### src/rtl/ldst_chk_pkg.sv
package ldst_chk_pkg;
    localparam int ADDR_W   = 64;
    localparam int OFS_W    = 12;
    localparam int PAGE_W   = ADDR_W - OFS_W;
    localparam int IMM_W    = 12;
    localparam int CAUSE_W  = 5;

    typedef logic [PAGE_W-1:0] page_t;

    typedef enum logic [1:0] {
        SZ_BYTE   = 2'd0,
        SZ_HALF   = 2'd1,
        SZ_WORD   = 2'd2,
        SZ_DOUBLE = 2'd3
    } acc_size_e;

    localparam logic [CAUSE_W-1:0] CAUSE_LD_MISALIGN = 5'd4;
    localparam logic [CAUSE_W-1:0] CAUSE_LD_ACCESS   = 5'd5;
    localparam logic [CAUSE_W-1:0] CAUSE_ST_MISALIGN = 5'd6;
    localparam logic [CAUSE_W-1:0] CAUSE_ST_ACCESS   = 5'd7;

    typedef enum logic [2:0] {
        ST_IDLE,
        ST_CHECK,
        ST_RAM,
        ST_DEV,
        ST_DONE,
        ST_FAULT
    } ldst_state_e;
endpackage

### src/rtl/ldst_addr_split.sv
module ldst_addr_split
    import ldst_chk_pkg::*;
(
    input  logic [ADDR_W-1:0] ea,
    input  acc_size_e         size,
    output page_t             page,
    output logic [OFS_W-1:0]  slot,
    output logic              misaligned
);
    logic [2:0] low_mask;

    always_comb begin
        unique case (size)
            SZ_BYTE:   low_mask = 3'b000;
            SZ_HALF:   low_mask = 3'b001;
            SZ_WORD:   low_mask = 3'b011;
            SZ_DOUBLE: low_mask = 3'b111;
            default:   low_mask = 3'b000;
        endcase
    end

    assign misaligned = |(ea[2:0] & low_mask);
    assign page       = ea[ADDR_W-1:OFS_W];
    assign slot       = ea[OFS_W-1:0] >> size;
endmodule

### src/rtl/ldst_range_hit.sv
module ldst_range_hit
    import ldst_chk_pkg::*;
#(
    parameter page_t FIRST_PG = '0,
    parameter page_t NUM_PG   = page_t'(1)
) (
    input  page_t page,
    output logic  hit,
    output page_t rel_page
);
    assign rel_page = page - FIRST_PG;
    assign hit      = (page >= FIRST_PG) && (rel_page < NUM_PG);
endmodule

### src/rtl/ldst_data_fmt.sv
module ldst_data_fmt
    import ldst_chk_pkg::*;
(
    input  acc_size_e         size,
    input  logic              zero_ext,
    input  logic [ADDR_W-1:0] rdata,
    input  logic [ADDR_W-1:0] wdata,
    output logic [ADDR_W-1:0] ld_val,
    output logic [ADDR_W-1:0] st_val
);
    always_comb begin
        unique case (size)
            SZ_BYTE: begin
                ld_val = zero_ext ? {56'd0, rdata[7:0]}
                                  : {{56{rdata[7]}}, rdata[7:0]};
                st_val = {56'd0, wdata[7:0]};
            end
            SZ_HALF: begin
                ld_val = zero_ext ? {48'd0, rdata[15:0]}
                                  : {{48{rdata[15]}}, rdata[15:0]};
                st_val = {48'd0, wdata[15:0]};
            end
            SZ_WORD: begin
                ld_val = zero_ext ? {32'd0, rdata[31:0]}
                                  : {{32{rdata[31]}}, rdata[31:0]};
                st_val = {32'd0, wdata[31:0]};
            end
            default: begin
                ld_val = rdata;
                st_val = wdata;
            end
        endcase
    end
endmodule

### src/rtl/ldst_check_top.sv
module ldst_check_top
    import ldst_chk_pkg::*;
#(
    parameter page_t RAM_BASE_PG = page_t'(52'h80000),
    parameter page_t RAM_PAGES   = page_t'(256),
    parameter page_t DEV_BASE_PG = page_t'(52'h10000),
    parameter page_t DEV_PAGES   = page_t'(4)
) (
    input  logic                clk,
    input  logic                rst_n,
    input  logic                req_valid,
    input  logic                req_store,
    input  logic [1:0]          req_size,
    input  logic                req_unsigned,
    input  logic [ADDR_W-1:0]   req_base,
    input  logic [IMM_W-1:0]    req_imm,
    input  logic [ADDR_W-1:0]   req_wdata,
    output logic                busy,
    output logic                ram_req,
    output logic                ram_we,
    output logic [1:0]          ram_size,
    output logic [PAGE_W-1:0]   ram_page,
    output logic [OFS_W-1:0]    ram_slot,
    output logic [ADDR_W-1:0]   ram_wdata,
    input  logic                ram_ack,
    input  logic [ADDR_W-1:0]   ram_rdata,
    output logic                dev_req,
    output logic                dev_we,
    output logic [1:0]          dev_size,
    output logic [PAGE_W-1:0]   dev_page,
    output logic [OFS_W-1:0]    dev_slot,
    output logic [ADDR_W-1:0]   dev_wdata,
    input  logic                dev_ack,
    input  logic                dev_err,
    input  logic [CAUSE_W-1:0]  dev_cause,
    input  logic [ADDR_W-1:0]   dev_rdata,
    output logic                done,
    output logic                pc_adv,
    output logic                rd_we,
    output logic [ADDR_W-1:0]   ld_data,
    output logic                fault,
    output logic [CAUSE_W-1:0]  fault_cause
);
    ldst_state_e state_q, state_d;

    logic [ADDR_W-1:0]  ea_q;
    acc_size_e          size_q;
    logic               store_q;
    logic               zext_q;
    logic [ADDR_W-1:0]  wdata_q;
    logic [ADDR_W-1:0]  rdata_q;
    logic [CAUSE_W-1:0] cause_q;
    page_t              tgt_page_q;
    logic [OFS_W-1:0]   tgt_slot_q;

    logic [ADDR_W-1:0]  ea_sum;
    page_t              split_page;
    logic [OFS_W-1:0]   split_slot;
    logic               split_misal;
    logic               ram_hit, dev_hit;
    page_t              ram_rel, dev_rel;
    logic [ADDR_W-1:0]  fmt_ld, fmt_st;

    assign ea_sum = req_base + {{(ADDR_W-IMM_W){req_imm[IMM_W-1]}}, req_imm};

    ldst_addr_split u_split (
        .ea         (ea_q),
        .size       (size_q),
        .page       (split_page),
        .slot       (split_slot),
        .misaligned (split_misal)
    );

    ldst_range_hit #(.FIRST_PG(RAM_BASE_PG), .NUM_PG(RAM_PAGES)) u_ram_win (
        .page     (split_page),
        .hit      (ram_hit),
        .rel_page (ram_rel)
    );

    ldst_range_hit #(.FIRST_PG(DEV_BASE_PG), .NUM_PG(DEV_PAGES)) u_dev_win (
        .page     (split_page),
        .hit      (dev_hit),
        .rel_page (dev_rel)
    );

    ldst_data_fmt u_fmt (
        .size     (size_q),
        .zero_ext (zext_q),
        .rdata    (rdata_q),
        .wdata    (wdata_q),
        .ld_val   (fmt_ld),
        .st_val   (fmt_st)
    );

    // next-state decision
    always_comb begin
        state_d = state_q;
        unique case (state_q)
            ST_IDLE:  if (req_valid) state_d = ST_CHECK;
            ST_CHECK: begin
                if (split_misal)  state_d = ST_FAULT;
                else if (ram_hit) state_d = ST_RAM;
                else if (dev_hit) state_d = ST_DEV;
                else              state_d = ST_FAULT;
            end
            ST_RAM:   if (ram_ack) state_d = ST_DONE;
            ST_DEV:   if (dev_ack) state_d = dev_err ? ST_FAULT : ST_DONE;
            ST_DONE:  state_d = ST_IDLE;
            ST_FAULT: state_d = ST_IDLE;
            default:  state_d = ST_IDLE;
        endcase
    end

    // state register
    always_ff @(posedge clk or negedge rst_n) begin
        if (!rst_n) state_q <= ST_IDLE;
        else        state_q <= state_d;
    end

    // datapath registers
    always_ff @(posedge clk or negedge rst_n) begin
        if (!rst_n) begin
            ea_q       <= '0;
            size_q     <= SZ_BYTE;
            store_q    <= 1'b0;
            zext_q     <= 1'b0;
            wdata_q    <= '0;
            rdata_q    <= '0;
            cause_q    <= '0;
            tgt_page_q <= '0;
            tgt_slot_q <= '0;
        end else begin
            unique case (state_q)
                ST_IDLE: begin
                    if (req_valid) begin
                        ea_q    <= ea_sum;
                        size_q  <= acc_size_e'(req_size);
                        store_q <= req_store;
                        zext_q  <= req_unsigned;
                        wdata_q <= req_wdata;
                    end
                end
                ST_CHECK: begin
                    tgt_slot_q <= split_slot;
                    tgt_page_q <= ram_hit ? ram_rel : dev_rel;
                    if (split_misal)
                        cause_q <= store_q ? CAUSE_ST_MISALIGN : CAUSE_LD_MISALIGN;
                    else if (!ram_hit && !dev_hit)
                        cause_q <= store_q ? CAUSE_ST_ACCESS : CAUSE_LD_ACCESS;
                end
                ST_RAM: begin
                    if (ram_ack) rdata_q <= ram_rdata;
                end
                ST_DEV: begin
                    if (dev_ack) begin
                        rdata_q <= dev_rdata;
                        if (dev_err) cause_q <= dev_cause;
                    end
                end
                default: ;
            endcase
        end
    end

    // Moore outputs
    always_comb begin
        busy        = 1'b1;
        ram_req     = 1'b0;
        dev_req     = 1'b0;
        ram_we      = 1'b0;
        dev_we      = 1'b0;
        ram_size    = size_q;
        dev_size    = size_q;
        ram_page    = '0;
        dev_page    = '0;
        ram_slot    = '0;
        dev_slot    = '0;
        ram_wdata   = '0;
        dev_wdata   = '0;
        done        = 1'b0;
        pc_adv      = 1'b0;
        rd_we       = 1'b0;
        ld_data     = '0;
        fault       = 1'b0;
        fault_cause = '0;
        unique case (state_q)
            ST_IDLE:  busy = 1'b0;
            ST_CHECK: ;
            ST_RAM: begin
                ram_req   = 1'b1;
                ram_we    = store_q;
                ram_page  = tgt_page_q;
                ram_slot  = tgt_slot_q;
                ram_wdata = store_q ? fmt_st : '0;
            end
            ST_DEV: begin
                dev_req   = 1'b1;
                dev_we    = store_q;
                dev_page  = tgt_page_q;
                dev_slot  = tgt_slot_q;
                dev_wdata = store_q ? fmt_st : '0;
            end
            ST_DONE: begin
                done    = 1'b1;
                pc_adv  = 1'b1;
                rd_we   = !store_q;
                ld_data = store_q ? '0 : fmt_ld;
            end
            ST_FAULT: begin
                fault       = 1'b1;
                fault_cause = cause_q;
            end
            default: ;
        endcase
    end
endmodule

### config.mk
export PLATFORM = sky130hd
export DESIGN_NAME = ldst_check_top
export DESIGN_NICKNAME = d
export VERILOG_FILES = /design/src/rtl/ldst_chk_pkg.sv /design/src/rtl/ldst_addr_split.sv /design/src/rtl/ldst_range_hit.sv /design/src/rtl/ldst_data_fmt.sv /design/src/rtl/ldst_check_top.sv
export SDC_FILE = /design/constraint.sdc
export NUM_CORES = 1
export LEC_CHECK = 0
export BUFFER_PORTS_ARGS = -buffer_cell sky130_fd_sc_hd__buf_2
export CAP_MARGIN = 10
export CORE_ASPECT_RATIO = 0.9
export CORE_UTILIZATION = 31
export CTS_BUF_LIST = sky130_fd_sc_hd__clkbuf_4 sky130_fd_sc_hd__clkbuf_8
export CTS_CLUSTER_DIAMETER = 100
export DETAILED_ROUTE_END_ITERATION = 8
export PLACE_DENSITY_LB_ADDON = 0.1
export SKIP_CTS_REPAIR_TIMING = 1
export SYNTH_ARGS = -nofsm -noshare
export SYNTH_HDL_FRONTEND = slang
export SYNTH_SLANG_ARGS = --single-unit
export TNS_END_PERCENT = 50
### constraint.sdc
create_clock -name clk -period 4.8 [get_ports clk]
set_input_delay 0.96 -clock clk [delete_from_list [all_inputs] [get_ports clk]]
set_output_delay 0.96 -clock clk [all_outputs]
set_load 0.01 [all_outputs]
; ---- After elaboration in Yosys (flattened, before gate mapping)
; Cells that the tools add are included.
[op_classes]
n_reduce_logical = 15
shift = 1
n_addsub = 3
muxes = 43
n_lt_le_gt_ge = 4
bitwise = 1
eq_ne = 13
[op_table]
columns = op, count
row1 = 2-to-1 mux 64 bit, 10
row2 = case mux 64 bit (3 select lines), 2
row3 = 2-to-1 mux 52 bit, 3
row4 = case mux 64 bit (2 select lines), 1
row5 = adder 64 bit, 1
row6 = greater-or-equal comparator 52 x 17 -> 1 bit (second input constant), 1
row7 = greater-or-equal comparator 52 x 20 -> 1 bit (second input constant), 1
row8 = < comparator 52 x 3 -> 1 bit (second input constant), 1
row9 = < comparator 52 x 9 -> 1 bit (second input constant), 1
row10 = subtractor 52 x 17 -> 52 bit (second input constant), 1
row11 = subtractor 52 x 20 -> 52 bit (second input constant), 1
row12 = 2-to-1 mux 5 bit, 5
row13 = 2-to-1 mux 12 bit, 2
row14 = case mux 3 bit (4 select lines), 2
row15 = 2-to-1 mux 3 bit, 6
row16 = >> shifter 12 x 2 -> 12 bit, 1
row17 = case mux 5 bit (2 select lines), 1
row18 = 2-to-1 mux 1 bit, 9
row19 = inequality test 2 bit (second input constant), 4
row20 = equality test 3 x 2 -> 1 bit (second input constant), 2
row21 = equality test 3 bit (second input constant), 2
row22 = AND reduction 3 bit, 2
row23 = equality test 2 bit (second input constant), 2
row24 = 2-to-1 mux 2 bit, 2
row25 = 12 further kinds, 17
[totals]
input_bits = 283
wordCells = 90
reg_bits = 268
out_inout_bits = 338

; ---- Longest topological paths before layout
; Gate-level depths: netlist of the first run.
[depth]
ltp_word = 8
mapped_depth = 14
depth_no_buf = 14

; ---- Modules after synthesis
; A second synthesis of the first run with hierarchy kept.
[unflattened]
hier_cells = 2646
area_unflattened_um2 = 21249.1
[by_module_without_submodules]
columns = module, area_per_inst_um2, seq_area_each_um2, instances, cells_each
row1 = ldst_check_top, 17211.5, 6706.4, 1, 2059
row2 = ldst_data_fmt, 1305.0, 0.0, 1, 215
row3 = ldst_range_hit (u_ram_win), 1067.3, 0.0, 1, 157
row4 = ldst_range_hit (u_dev_win), 985.9, 0.0, 1, 137
row5 = ldst_addr_split, 679.4, 0.0, 1, 78

; ---- Worst setup path after synthesis of the first run
; No wires, ideal clock.
[synth_path]
kind = input port to flip-flop
from = input port req_base[0]
to = register ea_q[56]
t_arrival_ps = 4013
setup_slack_ps = 719
cell_stages = 14
path_cell_list = ha_1 inv_1 fa_1 nand2b_1 a21oi_1 a221oi_1 o21ai_0 a311o_1 a21oi_1 o21ba_2 o21ai_0 a21boi_0 or4_1 nand3_1
[synth_via]
elab_chain_len = 1
[synth_rtl]
columns = item, line
row1 = start: declaration, ldst_check_top.sv:15  ; input logic [ADDR_W-1:0] req_base,
row2 = adder 64 bit, ldst_check_top.sv:64  ; assign ea_sum = req_base + {{(ADDR_W-IMM_W){req_imm[IMM_W-1]}}, req_imm};
row3 = end signal: assignment, ldst_check_top.sv:136  ; ea_q <= ea_sum;
row4 = end: declaration, ldst_check_top.sv:46  ; logic [ADDR_W-1:0] ea_q;
; Every way passes these cells.
; A chain may end at the register's enable or synchronous reset.

; ---- Final worst setup path of the first run
[layout_path]
from = input port req_imm[11]
to = register ea_q[61]
[layout_via]
elab_chain_len = 1
[layout_rtl]
columns = item, line
row1 = start: declaration, ldst_check_top.sv:16  ; input logic [IMM_W-1:0] req_imm,
row2 = adder 64 bit, ldst_check_top.sv:64
; Every way passes these cells.

==> metrics.cfg, run 1 <==
[status]
status=finished, final reports clean

[sta]
post-route-min-period_ns=4.371
clock_skew_ns=0.03067
worst_pin_slew_ns=1.163
period_share_pct=91.06
slew_headroom_pct=22.49
setup-tns-final_ns=0
rsz0062_at_grt=false
setup_violations=0
finalHoldViolCount=0
slew_violations=0
holdWs_ns=0.3359
max_freq_mhz=228.8

[pwr]
pwr-share-comb_pct=34.4
p_sw_uw=4250
p_int_uw=5966
switching_share_pct=41.60
clkPwrFrac_pct=24.9
p_per_area_nw_per_um2=447.2
ir_drop_mv=0.3189
leakage_uw=0.01184
seqPwrFrac_pct=40.7

[floorplanning]
die_x_um=254.1
coreArea_um2=56120
fp.dieH_um=228.9
io_pins=621
initial_core_util_pct=31.59
placementRows=82
die_area_um2=58150

[setup_path]
critPathKind=in -> reg
cp-start-kind=primary input
end_kind=flip-flop
worstPathRequired_ns=5.29
crit_fanout=30
arrival_ns=4.86

[place]
portBuffers=620
dpl.hpwl_mm=57.06
place.gp.congestion=0.9434
placed_cell_area_um2=21650

[run]
maxCapViolCount=0

[final_layout]
nFillCells=5932
post-route-util_pct=40.71
drive_gt1_share_pct=28.83
nets=3098
area_growth_syn_to_layout_pct=28.87
fin_area_um2=22840

[drt]
ant_nets=0
drt_pass1_iterations=5
drt_iter0_drc=1135
vias_per_cell=4.944
drc=0
drt_wl_total_mm=73.29
via_count=17580
routedWlPerCell_um=20.61

[synthesis]
synthTopCellsByArea=dfrtp_1 38%, nand2_1 11%, and2_1 9.2%
synth_area_um2=17730
ys_seq_area_share_pct=37.83
syn_nets=2526
yosys_warnings=0
synth_top_area_share_pct=37.83
synth-edff-count=0
async_reset_ff_share_pct=100.0
synth_top_flop_cell=dfrtp_1
yosysTopAreaCell=dfrtp_1
synth_cell_type_count=76
synthCells=2174
synth.avg_cell_area_um2=8.154
synth_seq_cells=268

[global_route]
grt_overflow=0
global_route.usage.met2_pct=41.73
grt_pass1_vias=17370
top_usage_layer=met2
grtUsageMet1_pct=32.01
grt_util_met3_pct=4.476
grt_pass1_wl_mm=108.7
grtUsageTotal_pct=24.65
grt_antenna_before_repair=20
grt_start_max_net_pins=134

[cts]
htreeDepth=2
cts_made_buffers=54
clock_latency_ns=0.63
cts.sinks=268
cts_buffer_depth=3
root_buffer=clkbuf_8
path_clk_slew_ns=0.05
cts_tree=yes

[worst_hold_path]
hold_class=in -> async

## synth_stat cells (3+ instances only)
master,count
a2111oi_0,3
a211oi_1,3
a21boi_0,3
a21o_1,35
a21oi_1,100
a221oi_1,5
a31o_2,3
a31oi_1,11
and2_1,260
and3_1,25
buf_1,8
buf_4,3
clkbuf_1,132
dfrtp_1,268
ha_1,68
inv_1,34
mux2_2,9
mux2i_1,69
mux4_2,5
nand2_1,527
nand2b_1,9
nand3_1,20
nand3b_1,3
nand4_1,31
nor2_1,57
nor2b_1,8
nor3_1,14
nor3b_1,4
nor4_1,21
o211ai_1,6
o21a_1,37
o21ai_0,205
o21bai_1,12
o31ai_1,10
or2_2,4
or3_1,8
or4_1,7
xnor2_1,56
xor2_1,45
## registers in the layout (all words and copies together), names as in the netlist
| name | flops |
|---|---|
| tgt_slot_q | 12 |
| ea_q | 64 |
| state_q | 3 |
| rdata_q | 64 |
| cause_q | 5 |
| wdata_q | 64 |
| store_q | 1 |
| zext_q | 1 |
| dev_size | 2 |
| tgt_page_q | 52 |
## cell usage in the layout, fill, tap and decap left out, types with 34 or more instances in the layout
cell,n
ha_1,68
nor2_1,54
dfrtp_1,267
mux2i_1,69
buf_4,35
clkbuf_8,68
a21o_1,35
xnor2_1,56
nand2_1,527
o21ai_0,205
buf_2,619
xor2_1,45
and2_1,260
o21a_1,37
a21oi_1,99
inv_1,34
## metal layers
layer | share of wire, % | wire length [um]
met2 | 48 | 35410
met4 | 1.8 | 1333
met3 | 5.4 | 3972
met1 | 44 | 32480
met5 | 0.13 | 93
## stage by stage
stage / cells / power [uW] / worst slack [ns]
finish: 3556 / 10220 / 0.4290
global route: 3552 / 11030 / 0.01011
CTS: 3545 / 10360 / 0.5086
detailed placement: 3446 / 7746 / -0.1782
global placement: 3446 / 7691 / -0.07250
floorplan: 2174 / 6172 / 0.7186
## kinds of logic (layout without fill, tap and decap cells)
logic type               Yosys count  count (layout)  share of synthesized area (%)
AND/OR/NAND/NOR                 1014            1014                          27.79
AO/OA/AOI/OAI                    460             460                          15.47
flip-flops                       268             268                          37.83
buffers and inverters            179             794                          3.903
XOR/XNOR                         101             101                          4.990
multiplexers                      83              83                          5.103
adder cells (fa/ha/maj)           69              69                          4.913
other                              0              11                              0
## path summary, 6_finish.rpt
check,end,slack [ns],cells past startpoint,start
setup / recovery,ea_q[61]$_DFFE_PN0P_,0.43,13,req_imm[11]
hold / removal,tgt_page_q[8]$_DFFE_PN0N_,0.34,1,rst_n
setup reg to reg,cause_q[1]$_DFFE_PN0P_,0.69,11,ea_q[38]$_DFFE_PN0P_
hold reg to reg,rdata_q[13]$_DFFE_PN0P_,0.48,2,rdata_q[13]$_DFFE_PN0P_
max in group asynchronous,rdata_q[31]$_DFFE_PN0P_,3.45,2,rst_n
min in group clk,rdata_q[13]$_DFFE_PN0P_,0.48,2,rdata_q[13]$_DFFE_PN0P_
## critical path: stages
cell      delay, ns
buf_2          0.11
buf_12         0.16
ha_1           0.42
nand4_1        0.20
nor4_1         0.67
nand4_1        0.42
a31oi_1        0.45
a21oi_1        0.18
o21ai_0        0.40
a221oi_1       0.24
o31ai_1        0.35
xnor2_1        0.17
o21ai_0        0.09
## layout make-up
type | instances | area (um^2) | share of cell area, %
Inverter | 34 | 127.6 | 0.5587
Sequential cell | 268 | 6708 | 29.36
Clock buffer | 89 | 1094 | 4.787
Antenna cell | 11 | 27.53 | 0.1205
Tap cell | 756 | 945.9 | 4.141
Timing Repair Buffer | 661 | 3496 | 15.30
Multi-Input combinational cell | 1727 | 10370 | 45.39
Clock inverter | 10 | 77.57 | 0.3396
## power by group through the flow
stage	combinational (uW)	clock, uW	sequential, uW
floorplan	2590	0	3580
global placement	3520	0	4170
detailed placement	3560	0	4190
CTS	3570	2630	4160
global route	4010	2730	4290
finish	3520	2540	4160
(Power assumes the default switching activity.)
==> inputs of run 2 (changes only) <==
==> constraint.sdc (replaced) <==
create_clock -name clk -period 4.8 [get_ports clk]
set_input_delay 0.24 -clock clk [delete_from_list [all_inputs] [get_ports clk]]
set_output_delay 0.24 -clock clk [all_outputs]
set_load 0.01 [all_outputs]
==> metrics.cfg, run 2 (same netlist as run 1, synthesis figures left out) <==
[pwr]
ir_drop_mv=0.2097
leakage_uw=0.01254
p_per_area_nw_per_um2=415.5

[setup_path]
reg2reg_to=state_q[2]$_DFFE_PN0P_
cpMostUsedCell=or4_4
slowest_stage=or4_4
cpPeakStageDelay_ns=0.58
critPathKind=reg -> reg
worstPathCellList=or4_4 -> or3_4 -> or3_1 -> or4_4 -> xor2_1 -> nand4_1 -> nor4_4 -> nand2_1 -> o41ai_2 -> or2_0 -> a311oi_2 -> dlygate4sd3_1
end_kind=flip-flop
cp-start-kind=flip-flop
path_buf_inv=1
arrival_ns=4.94
crit_family=simple AND/OR/NAND/NOR gates
crit_fanout=8
rr_worst_depth=12
r2r_setup_slack_ns=0.38
worstPathRequired_ns=5.31
cp_num_cells=12
regToRegStartpoint=ea_q[39]$_DFFE_PN0P_

[sta]
clock_skew_ns=0.04481
slew_headroom_pct=36.22
worst_pin_slew_ns=0.9544
period_share_pct=92.17
slew_violations=0
setup-tns-final_ns=0
setup_violations=0
finalHoldViolCount=4
max_freq_mhz=226.0
holdWs_ns=-0.04635
post-route-min-period_ns=4.424
rsz0062_at_grt=false

[cts]
cts_buffer_depth=3
cts_made_buffers=51
cts.sinks=268
htreeDepth=2
clock_latency_ns=0.63
cts_tree=yes
root_buffer=clkbuf_8
path_clk_slew_ns=0.06

[floorplanning]
coreArea_um2=56120
placementRows=82
fp.dieH_um=228.9
die_x_um=254.1
initial_core_util_pct=31.59
io_pins=621
die_area_um2=58150

[final_layout]
final_cell_mix=619 x buf_2, 527 x nand2_1, 267 x dfrtp_1, 260 x and2_1, 205 x o21ai_0
multi_input_area_um2=10370
post-route-util_pct=43.83
drive_gt1_share_pct=26.31
regArea_um2=6708
final_common_cell=buf_2
area_growth_syn_to_layout_pct=38.75
nFillCells=5745
top_regs=ea_q x64, rdata_q x64, wdata_q x64
nets=3279

[global_route]
grtUsageMet1_pct=32.43
top_usage_layer=met2
grt_start_max_net_pins=129
grt_pass1_vias=17240
grt_antenna_before_repair=9
grt_util_met3_pct=4.225
grtUsageTotal_pct=24.65
global_route.usage.met2_pct=41.24
grt_overflow=0
grt_pass1_wl_mm=108.8

[drt]
ant_nets=0
drt_iter0_drc=1261
drc=0
vias_per_cell=4.961
drt_pass1_iterations=5
drt_wl_total_mm=75.30
routedWlPerCell_um=20.21
via_count=18480

[place]
dpl.hpwl_mm=58.05
portBuffers=620
place.gp.congestion=0.9306

[run]
maxCapViolCount=0

[worst_hold_path]
hold_class=in -> reg
hold_path_depth=3
holdCritStartpoint=dev_rdata[14]
holdPathEnd=rdata_q[14]$_DFFE_PN0P_

[status]
status=finished, violations left
violations=hold timing

-- run 2: cell count changes in the layout (fill, tap and decap cells not counted), sizes merged --
| cell | delta |
|---|---|
| dlygate4sd3 | +200 |
| buf | -16 |
| clkbuf | -7 |
| diode | -6 |
| clkinv | -3 |
| clkinvlp | +1 |
| inv | +1 |
-- run 2: layer usage --
| metal | wire (um) | part of all wire (%) |
|---|---|---|
| met4 | 1617 | 2.1 |
| met3 | 4149 | 5.5 |
| met2 | 36110 | 48 |
| met1 | 33390 | 44 |
| met5 | 23 | 0.031 |
-- run 2: how the worst max path moves through the flow --
stage / start / endpoint / slack, ns
global placement: req_imm[11] / ea_q[63]$_DFFE_PN0P_ / 0.61
global route: ea_q[36]$_DFFE_PN0P_ / state_q[2]$_DFFE_PN0P_ / 0.09
CTS: ea_q[39]$_DFFE_PN0P_ / cause_q[0]$_DFFE_PN0P_ / 0.81
detailed placement: req_imm[11] / ea_q[63]$_DFFE_PN0P_ / 0.49
floorplan: ea_q[39]$_DFFE_PN0P_ / cause_q[0]$_DFFE_PN0P_ / 1.11
finish: ea_q[39]$_DFFE_PN0P_ / state_q[2]$_DFFE_PN0P_ / 0.38
-- run 2: power breakdown --
| part | switching, uW | internal (uW) | total [uW] | leakage [uW] |
|---|---|---|---|---|
| clock | 1030 | 1380 | 2420 | 0.000580 |
| sequential | 1060 | 3110 | 4170 | 0.00336 |
| combinational | 2190 | 1430 | 3630 | 0.00860 |
-- run 2: stage by stage --
stage / power, uW / area, um^2 / std cells / setup slack [ns]
after floorplan: 6172 / 17730 / 2174 / 1.112
after CTS: 10200 / 22550 / 3519 / 0.8120
after global placement: 7680 / 21460 / 3428 / 0.6056
after global routing: 11000 / 24590 / 3725 / 0.09141
final: 10220 / 24600 / 3726 / 0.3760
after detailed placement: 7727 / 21460 / 3428 / 0.4870
-- run 2: worst min-delay path, stage by stage --
cell	delay [ns]
buf_2	0.08
mux2i_1	0.07
o21ai_0	0.15
-- run 2: area by class of cell --
type | count | share of cell area, %
clock buffers | 82 | 4.105
diodes | 5 | 0.05087
inverters | 34 | 0.5189
flip-flops and latches | 268 | 27.27
repair buffers | 845 | 21.72
multi-input cells | 1727 | 42.16
clock inverters | 9 | 0.3307
well taps | 756 | 3.846
==> inputs of run 3 (changes only) <==
- CELL_PAD_IN_SITES_DETAIL_PLACEMENT: not set -> 2
- CELL_PAD_IN_SITES_GLOBAL_PLACEMENT: not set -> 2
- CORE_UTILIZATION: 31 -> 29
==> metrics.cfg, run 3 (same netlist as run 1, synthesis figures left out) <==
[final_layout]
fin_cells=3767
top_regs=ea_q x64, rdata_q x64, wdata_q x64
drive_gt1_share_pct=26.38
nFillCells=6768
area_growth_syn_to_layout_pct=39.19
final_common_cell=buf_2
fin_area_um2=24670
post-route-util_pct=41.06
final_cell_mix=619 x buf_2, 527 x nand2_1, 267 x dfrtp_1, 260 x and2_1, 205 x o21ai_0
nets=3286

[floorplanning]
die_x_um=262.6
coreArea_um2=60090
fp.dieH_um=236.6
initial_core_util_pct=29.50
io_pins=621
placementRows=85
die_area_um2=62120

[cts]
cts_made_buffers=52
path_clk_slew_ns=0.06
cts_tree=yes
htreeDepth=2
cts_buffer_depth=3
clock_latency_ns=0.66
root_buffer=clkbuf_8
cts.sinks=268

[sta]
setup_violations=0
period_share_pct=89.69
slew_headroom_pct=7.720
finalHoldViolCount=0
max_freq_mhz=232.3
setup-tns-final_ns=0
clock_skew_ns=0.05184
worst_pin_slew_ns=1.383
slew_violations=0
post-route-min-period_ns=4.305
rsz0062_at_grt=false
post-route-worst-setup-slack_ns=0.4949

[drt]
via_count=19140
drt_pass1_iterations=5
drt_wl_total_mm=88.53
drc=0
drt_iter0_drc=850
routedWlPerCell_um=23.50
vias_per_cell=5.080
ant_nets=0

[place]
pre_cts_slack_ns=0.3011
place_inst=3462
dpl.hpwl_mm=64.29
placed_cell_area_um2=21530
portBuffers=620
place.gp.congestion=0.8806

[setup_path]
worstPathRequired_ns=5.40
reg2reg_to=state_q[1]$_DFFE_PN0P_
critPathKind=reg -> reg
cpMostUsedCell=or4_4
slowest_stage=o41ai_2
end_kind=flip-flop
cp-startpoint=ea_q[39]$_DFFE_PN0P_
rr_worst_depth=12
cpPeakStageDelay_ns=0.62
cp-start-kind=flip-flop
crit_fanout=8
r2r_setup_slack_ns=0.49
arrival_ns=4.90
crit_family=simple AND/OR/NAND/NOR gates
regToRegStartpoint=ea_q[39]$_DFFE_PN0P_
cp_num_cells=12
worstPathCellList=or4_4 -> or3_4 -> or3_1 -> or4_4 -> nor2b_2 -> xnor2_1 -> and4_4 -> nand3_2 -> o41ai_2 -> nand2_1 -> nand3_1 -> dlygate4sd3_1
path_buf_inv=1

[status]
status=finished, final reports clean

[global_route]
grt_antenna_before_repair=17
grt_pass1_wl_mm=122.6
grt_start_max_net_pins=129
grt_pass1_vias=19200
grt_overflow=0
grtUsageTotal_pct=25.56

[pwr]
leakage_uw=0.01256
p_per_area_nw_per_um2=425.5
ir_drop_mv=0.1780

[worst_hold_path]
hold_class=in -> reg
hold_path_depth=3
holdCritStartpoint=dev_rdata[31]
holdPathEnd=rdata_q[31]$_DFFE_PN0P_

[run]
maxCapViolCount=0

run 3: cell types whose count changed in the layout (fill, tap and decap cells not counted), sizes merged:
cell      previous run  this run
inv                 35        37
bufinv               1         2
clkbuf              82        78
clkinv               5         6
diode                5        16
clkinvlp             2         0
buf                645       650
run 3: routing by layer:
layer | global-route usage (%) | vias up | routed length [um]
met3 | 3.775 | 155 | 3310
met5 | 0 | - | 0
met1 | 31.45 | 9627 | 36520
li1 | - | 8911 | -
met4 | 7.914 | 0 | 2992
met2 | 45.78 | 445 | 45700
run 3: worst max path at each step:
stage                              to  slack [ns]
2_1_floorplan  cause_q[0]$_DFFE_PN0P_        1.11
5_1_grt        state_q[1]$_DFFE_PN0P_        0.23
6_report       state_q[1]$_DFFE_PN0P_        0.49
3_3_place_gp     ea_q[59]$_DFFE_PN0P_        0.30
4_1_cts        cause_q[0]$_DFFE_PN0P_        0.77
3_5_place_dp     ea_q[59]$_DFFE_PN0P_        0.30
run 3: stage by stage:
stage	hold slack, ns	total power [uW]
2_1_floorplan	-0.05559	6172
3_3_place_gp	0.3670	7693
4_1_cts	-0.3440	10400
5_1_grt	0.02984	11250
3_5_place_dp	0.3731	7899
6_report	0.004419	10500
run 3: power breakdown:
group	switching [uW]	internal, uW	leakage (uW)
Clock	1080	1370	0.000577
Sequential	1100	3120	0.00336
Combinational	2390	1450	0.00862
run 3: area by class of cell:
| cell class | count | area [um^2] | area share, % |
|---|---|---|---|
| diodes | 16 | 40.04 | 0.1623 |
| clock buffers | 77 | 947.2 | 3.839 |
| clock inverters | 11 | 126.4 | 0.5121 |
| inverters | 34 | 127.6 | 0.5172 |
| multi-input cells | 1727 | 10370 | 42.02 |
| flip-flops and latches | 268 | 6708 | 27.18 |
| well taps | 783 | 979.7 | 3.970 |
| repair buffers | 851 | 5378 | 21.79 |
run 3: worst min-delay path, delay by kind of cell:
kind / cells / cell delay, ns
compound gates: 1 / 0.17
mux: 1 / 0.11
buf+inv: 1 / 0.08
